===== src/rtl/rcPkg.sv =====
package rcPkg;

  // Events reported by the datapath to the control.
  typedef struct packed {
    logic wrap;          // carry or borrow seen this cycle
    logic busyRise;      // step strobe rising
    logic busyFall;      // step strobe falling
    logic dirDiff;       // direction differs from the tracked reference
    logic stableEnough;  // enough steady rising edges to arm
    logic timerDone;     // minimum width reached
  } rcEventT;

  // Strobes issued by the control to the datapath.
  typedef struct packed {
    logic restart;  // reload width timer and direction tracker
    logic track;    // flag is high: run timer and follow BUSY edges
  } rcStrobeT;

  typedef enum logic [1:0] {
    ST_IDLE  = 2'd0,
    ST_HOLD  = 2'd1,
    ST_ARMED = 2'd2
  } rcStateT;

endpackage


===== src/rtl/rcWrapDetect.sv =====
module rcWrapDetect #(
  parameter int POS_W = 16,
  parameter int SEL_W = 2
) (
  input  logic             clk,
  input  logic             rstN,
  input  logic [POS_W-1:0] posValue,
  input  logic [SEL_W-1:0] resSel,
  output logic             wrapUp,
  output logic             wrapDown
);

  localparam int N_RES  = 1 << SEL_W;
  localparam int STEP_W = 2;

  logic [POS_W-1:0] maskTab [N_RES];

  // Resolution widths climb by STEP_W bits per select code, top code = POS_W.
  for (genvar s = 0; s < N_RES; s++) begin : g_mask
    localparam int RES_W = POS_W - STEP_W * (N_RES - 1 - s);
    assign maskTab[s] = {POS_W{1'b1}} >> (POS_W - RES_W);
  end

  logic [POS_W-1:0] prevPos;
  logic             primed;
  logic [POS_W-1:0] mask;
  logic [POS_W-1:0] curM;
  logic [POS_W-1:0] prevM;

  always_ff @(posedge clk) begin
    if (!rstN) begin
      prevPos <= '0;
      primed  <= 1'b0;
    end else begin
      prevPos <= posValue;
      primed  <= 1'b1;
    end
  end

  always_comb begin
    mask     = maskTab[resSel];
    curM     = posValue & mask;
    prevM    = prevPos & mask;
    wrapUp   = primed && (prevM == mask) && (curM == '0);
    wrapDown = primed && (prevM == '0) && (curM == mask);
  end

endmodule


===== src/rtl/rcWidthTimer.sv =====
module rcWidthTimer #(
  parameter int MIN_HIGH = 30
) (
  input  logic clk,
  input  logic rstN,
  input  logic restart,
  input  logic run,
  output logic done
);

  localparam int CNT_W = (MIN_HIGH < 2) ? 1 : $clog2(MIN_HIGH + 1);
  localparam logic [CNT_W-1:0] LAST = CNT_W'(MIN_HIGH - 1);

  logic [CNT_W-1:0] cnt;

  always_ff @(posedge clk) begin
    if (!rstN) begin
      cnt <= '0;
    end else if (restart) begin
      cnt <= '0;
    end else if (run && !done) begin
      cnt <= cnt + 1'b1;
    end
  end

  assign done = (cnt >= LAST);

endmodule


===== src/rtl/rcDatapath.sv =====
module rcDatapath
  import rcPkg::*;
#(
  parameter int POS_W    = 16,
  parameter int SEL_W    = 2,
  parameter int MIN_HIGH = 30
) (
  input  logic             clk,
  input  logic             rstN,
  input  logic [POS_W-1:0] posValue,
  input  logic [SEL_W-1:0] resSel,
  input  logic             busyIn,
  input  logic             dirIn,
  input  rcStrobeT         strobe,
  output rcEventT          evt
);

  localparam logic [1:0] STABLE_TWO = 2'd2;

  logic wrapUp;
  logic wrapDown;
  logic timerDone;

  rcWrapDetect #(
    .POS_W (POS_W),
    .SEL_W (SEL_W)
  ) u_wrap (
    .clk      (clk),
    .rstN     (rstN),
    .posValue (posValue),
    .resSel   (resSel),
    .wrapUp   (wrapUp),
    .wrapDown (wrapDown)
  );

  rcWidthTimer #(
    .MIN_HIGH (MIN_HIGH)
  ) u_timer (
    .clk     (clk),
    .rstN    (rstN),
    .restart (strobe.restart),
    .run     (strobe.track),
    .done    (timerDone)
  );

  // BUSY edge detection
  logic busyQ;
  logic busyRise;
  logic busyFall;

  always_ff @(posedge clk) begin
    if (!rstN) busyQ <= 1'b0;
    else       busyQ <= busyIn;
  end

  assign busyRise = busyIn & ~busyQ;
  assign busyFall = ~busyIn & busyQ;

  // Direction tracker: reference updated at wrap and at every tracked rising edge
  logic       dirRef;
  logic [1:0] stableCnt;
  logic       needTwo;
  logic       dirDiff;

  assign dirDiff = (dirIn != dirRef);

  always_ff @(posedge clk) begin
    if (!rstN) begin
      dirRef    <= 1'b0;
      stableCnt <= '0;
      needTwo   <= 1'b0;
    end else if (strobe.restart) begin
      dirRef    <= dirIn;
      stableCnt <= '0;
      needTwo   <= 1'b0;
    end else if (strobe.track && busyRise) begin
      dirRef <= dirIn;
      if (dirDiff) begin
        stableCnt <= '0;
        needTwo   <= 1'b1;
      end else if (stableCnt != STABLE_TWO) begin
        stableCnt <= stableCnt + 1'b1;
      end
    end
  end

  always_comb begin
    evt.wrap         = wrapUp | wrapDown;
    evt.busyRise     = busyRise;
    evt.busyFall     = busyFall;
    evt.dirDiff      = dirDiff;
    evt.stableEnough = needTwo ? (stableCnt == STABLE_TWO) : (stableCnt != 2'd0);
    evt.timerDone    = timerDone;
  end

endmodule


===== src/rtl/rcControl.sv =====
module rcControl
  import rcPkg::*;
(
  input  logic     clk,
  input  logic     rstN,
  input  rcEventT  evt,
  output rcStrobeT strobe,
  output logic     rcOut
);

  rcStateT state;
  rcStateT nextState;

  always_comb begin
    nextState = state;
    unique case (state)
      ST_IDLE: begin
        if (evt.wrap) nextState = ST_HOLD;
      end
      ST_HOLD: begin
        if (evt.wrap)                              nextState = ST_HOLD;
        else if (evt.busyFall && evt.stableEnough) nextState = ST_ARMED;
      end
      ST_ARMED: begin
        if (evt.wrap)                         nextState = ST_HOLD;
        else if (evt.busyRise && evt.dirDiff) nextState = ST_HOLD;
        else if (evt.timerDone)               nextState = ST_IDLE;
      end
      default: nextState = ST_IDLE;
    endcase
  end

  always_comb begin
    strobe.restart = evt.wrap;
    strobe.track   = (state != ST_IDLE);
  end

  always_ff @(posedge clk) begin
    if (!rstN) begin
      state <= ST_IDLE;
      rcOut <= 1'b0;
    end else begin
      state <= nextState;
      rcOut <= (nextState != ST_IDLE);
    end
  end

endmodule


===== src/rtl/revCarryFlag.sv =====
module revCarryFlag
  import rcPkg::*;
#(
  parameter int POS_W    = 16,
  parameter int SEL_W    = 2,
  parameter int MIN_HIGH = 30
) (
  input  logic             clk,
  input  logic             rstN,
  input  logic [POS_W-1:0] posValue,
  input  logic [SEL_W-1:0] resSel,
  input  logic             busyIn,
  input  logic             dirIn,
  output logic             rcOut
);

  rcEventT  evt;
  rcStrobeT strobe;

  rcDatapath #(
    .POS_W    (POS_W),
    .SEL_W    (SEL_W),
    .MIN_HIGH (MIN_HIGH)
  ) u_dp (
    .clk      (clk),
    .rstN     (rstN),
    .posValue (posValue),
    .resSel   (resSel),
    .busyIn   (busyIn),
    .dirIn    (dirIn),
    .strobe   (strobe),
    .evt      (evt)
  );

  rcControl u_ctl (
    .clk    (clk),
    .rstN   (rstN),
    .evt    (evt),
    .strobe (strobe),
    .rcOut  (rcOut)
  );

endmodule


===== config.mk =====
export PLATFORM = sky130hd
export DESIGN_NAME = revCarryFlag
export DESIGN_NICKNAME = d
export VERILOG_FILES = /design/src/rtl/rcPkg.sv /design/src/rtl/rcWrapDetect.sv /design/src/rtl/rcWidthTimer.sv /design/src/rtl/rcDatapath.sv /design/src/rtl/rcControl.sv /design/src/rtl/revCarryFlag.sv
export SDC_FILE = /design/constraint.sdc
export NUM_CORES = 1
export LEC_CHECK = 0
export ABC_CLOCK_PERIOD_IN_PS = 2400
export BUFFER_PORTS_ARGS = -buffer_cell sky130_fd_sc_hd__buf_2
export CORE_MARGIN = 4
export CORE_UTILIZATION = 35
export CTS_CLUSTER_SIZE = 14
export DETAILED_ROUTE_END_ITERATION = 12
export PLACE_DENSITY = 0.59
export SLEW_MARGIN = 10
export SYNTH_ARGS = -nofsm -noshare
export SYNTH_HDL_FRONTEND = slang
export SYNTH_SLANG_ARGS = --single-unit

===== constraint.sdc =====
create_clock -name clk -period 2.4 [get_ports clk]
set_input_delay 0.24 -clock clk [delete_from_list [all_inputs] [get_ports clk]]
set_output_delay 0.24 -clock clk [all_outputs]
set_load 0.05 [all_outputs]

==> impl_metrics.toml <==
[run_status]
outcome = "finished, final reports clean"

[yosys]
syn_avg_cell_area_um2 = 9.546
ys_ff_latch = 30
synthFlopType = "dfxtp_1"
ys_async_sr_fraction = 0
synth_largest_area_cell = "dfxtp_1"
yosysSeqAreaShare = 0.4660
synth.area.top_cells = "dfxtp_1 (47%), and2_1 (8.3%), nand2_1 (3.5%)"
yosysMostFrequentCell = "dfxtp_1"
netlist.area_leader.share = 0.4660
synth-edff-count = 0
yosysWarningCount = 0
netlist_area_um2 = 1289
synth_cell_types = 40
yosys-top-cells-count = "dfxtp_1 (30), and2_1 (17), nand2_1 (12), nor2_1 (12), nand4_1 (6)"
synthCells = 135
synth.net_count = 160

[critical_path]
critPathBufInv = 0
cp_data_arrival_time_ns = 2.28
cp_max_fo = 6
cp_data_required_time_ns = 2.57
crit_type = "reg -> reg"
endpoint_kind = "register"
timing.rr.end = "u_ctl.rcOut$_SDFF_PN0_"
slowest_delay_ns = 0.51
startpoint_type = "register"
crit_path_cell_trace = "or4bb_1 -> o41ai_1 -> and4_1 -> o21ai_2 -> and3_4 -> a221o_1"
ff2ff_setup_slack_ns = 0.29
cp-startpoint = "u_dp.u_wrap.prevPos[10]$_SDFF_PN0_"
reg2reg_depth = 6
crit_family = "simple AND/OR/NAND/NOR gates"
cp.depth = 6
r2r-start = "u_dp.u_wrap.prevPos[10]$_SDFF_PN0_"
crit_end = "u_ctl.rcOut$_SDFF_PN0_"
slowest_stage = "or4bb_1"

[power]
seqPwrFrac = 0.429
power.density_nw_per_um2 = 764.1
p_int_w = 0.0009875
comb_power_share = 0.052
clkPwrFrac = 0.519
switchingPower_w = 0.0002287
swShare = 0.1881
leakage_nw = 0.6455
ir_drop_mv = 0.4020

[hold_path]
min_path_type = "in -> reg"

[placed_design]
place_congestion = 0.6820
port_buffers = 22
place_hpwl_um = 2019
place_ws_ns = 0.2265

[run]
drv_cap = 0

[floorplanning]
dieWidth_um = 68.68
start_util = 0.3744
die_h_um = 68.68
core_area_um2 = 3442
io_pins = 23
fp.dieArea_um2 = 4717
rows = 21

[timing]
setup_slack_ns = 0.2866
slew_violations = 0
slew_headroom = 0.6270
finalHoldViolCount = 0
fin_worst_skew_ns = 0.004542
setup_viol = 0
holdWs_ns = 0.1880
setup_tns_ns = 0
fin_crit_ns = 2.113
finalCritPeriodShare = 0.8806
worstMarginPinSlew_ns = 0.5536
grt_setup_unrepaired = "false"
fmax_mhz = 473.2

[clock_tree]
clk_pin_slew_ns = 0.07
clkLatencyLatePin_ns = 0.28
ctsLongestPathBuffers = 2
cts_htree_levels = 2
numCtsBuffers = 5
cts_resized = 0
cts_setup_buffers = 0
cts-root-buf = "clkbuf_8"
postCtsHoldBufs = 0
cts_sinks = 30
cts_tree = "built"

[routing]
via_count = 1040
drt-initial-drc-count = 41
drc = 0
routed_wl_um = 2635
wl_per_cell_um = 12.61
drt_first_pass_iters = 4
antenna_left = 0
vias_per_cell = 4.976

[global_route]
grt_pass1_wl_um = 4271
grt_pass1_vias = 1074
grt_max_degree = 25
grt_use_total = 0.1258
antenna_found_initial = 0
gr-total-overflow = 0

[final_layout]
fin_nets = 187
area_delta_synth_final_pct = 23.50
post-route-util = 0.4624
num_antenna_cells = 0
drive_gt1_frac = 0.2209
==> cells by family (layout without fill, tap and decap cells) <==
logic type / count (synthesis) / in the layout / synth area share
flip-flops: 30 / 30 / 0.4660
XOR/XNOR: 5 / 5 / 0.03398
adder cells (fa/ha/maj): 3 / 3 / 0.02913
AO/OA/AOI/OAI: 22 / 22 / 0.1388
AND/OR/NAND/NOR: 68 / 68 / 0.3117
buffers and inverters: 7 / 35 / 0.02039
==> power by group through the flow <==
stage	Sequential (W)	Clock, W	Combinational [W]
after floorplan	0.000531	0	0.0000315
after CTS	0.000522	0.000648	0.0000639
after global routing	0.000523	0.000665	0.0000715
after detailed placement	0.000533	0	0.0000634
final	0.000522	0.000632	0.0000627
after global placement	0.000533	0	0.0000624
==> how the worst min path moves through the flow <==
stage,cells after the start,startpoint,slack [ns],to
after floorplan,0,rstN,0.27,u_dp.u_wrap.primed$_DFF_P_
after global placement,2,u_dp.needTwo$_SDFFE_PP0P_,0.46,u_dp.needTwo$_SDFFE_PP0P_
final,2,posValue[13],0.19,u_dp.u_wrap.prevPos[13]$_SDFF_PN0_
after global routing,2,busyIn,0.19,u_dp.busyQ$_SDFF_PN0_
after detailed placement,2,u_dp.needTwo$_SDFFE_PP0P_,0.46,u_dp.needTwo$_SDFFE_PP0P_
after CTS,2,posValue[13],0.18,u_dp.u_wrap.prevPos[13]$_SDFF_PN0_
==> flip-flops by register name, summed over array words and instances (netlist names) <==
signal / cells
u_ctl.rcOut: 1
u_ctl.state: 2
u_dp.busyQ: 1
u_dp.dirRef: 1
u_dp.needTwo: 1
u_dp.stableCnt: 2
u_dp.u_timer.cnt: 5
u_dp.u_wrap.prevPos: 16
u_dp.u_wrap.primed: 1
==> cells in the final DEF, fill, tap and decap left out, types with 2 or more instances in the layout <==
master / count
o21a_1: 2
buf_2: 22
ha_1: 3
xor2_1: 4
and2_1: 17
o21ai_0: 4
nand3_1: 2
dfxtp_1: 30
bufinv_16: 2
inv_1: 5
nand2_1: 12
clkbuf_8: 6
nand4_1: 6
nor2_1: 12
or4bb_1: 2
nor4_1: 3
nor2b_1: 3
a21oi_1: 4
==> stage by stage <==
stage,std cells,area (um^2),power [W]
finish,209,1592,0.001216
global route,209,1592,0.001260
CTS,209,1592,0.001234
detailed placement,201,1449,0.0005964
global placement,201,1449,0.0005950
floorplan,135,1289,0.0005623
==> cell type report <==
type	count	area, um^2
Clock buffer	6	82.58
Clock inverter	2	60.06
Multi-Input combinational cell	98	661.9
Fill cell	332	1851
Tap cell	46	57.56
Inverter	5	18.77
Sequential cell	30	600.6
Timing Repair Buffer	22	110.1
==> layer usage <==
layer / part of all wire / global-route usage / up-vias
met4: 0.018 / 0.07692 / 0
met2: 0.48 / 0.2169 / 24
met5: 0 / 0 / -
li1: - / - / 535
met1: 0.44 / 0.1328 / 474
met3: 0.064 / 0.03890 / 7
No activity file was read; power rests on OpenSTA's default activity.
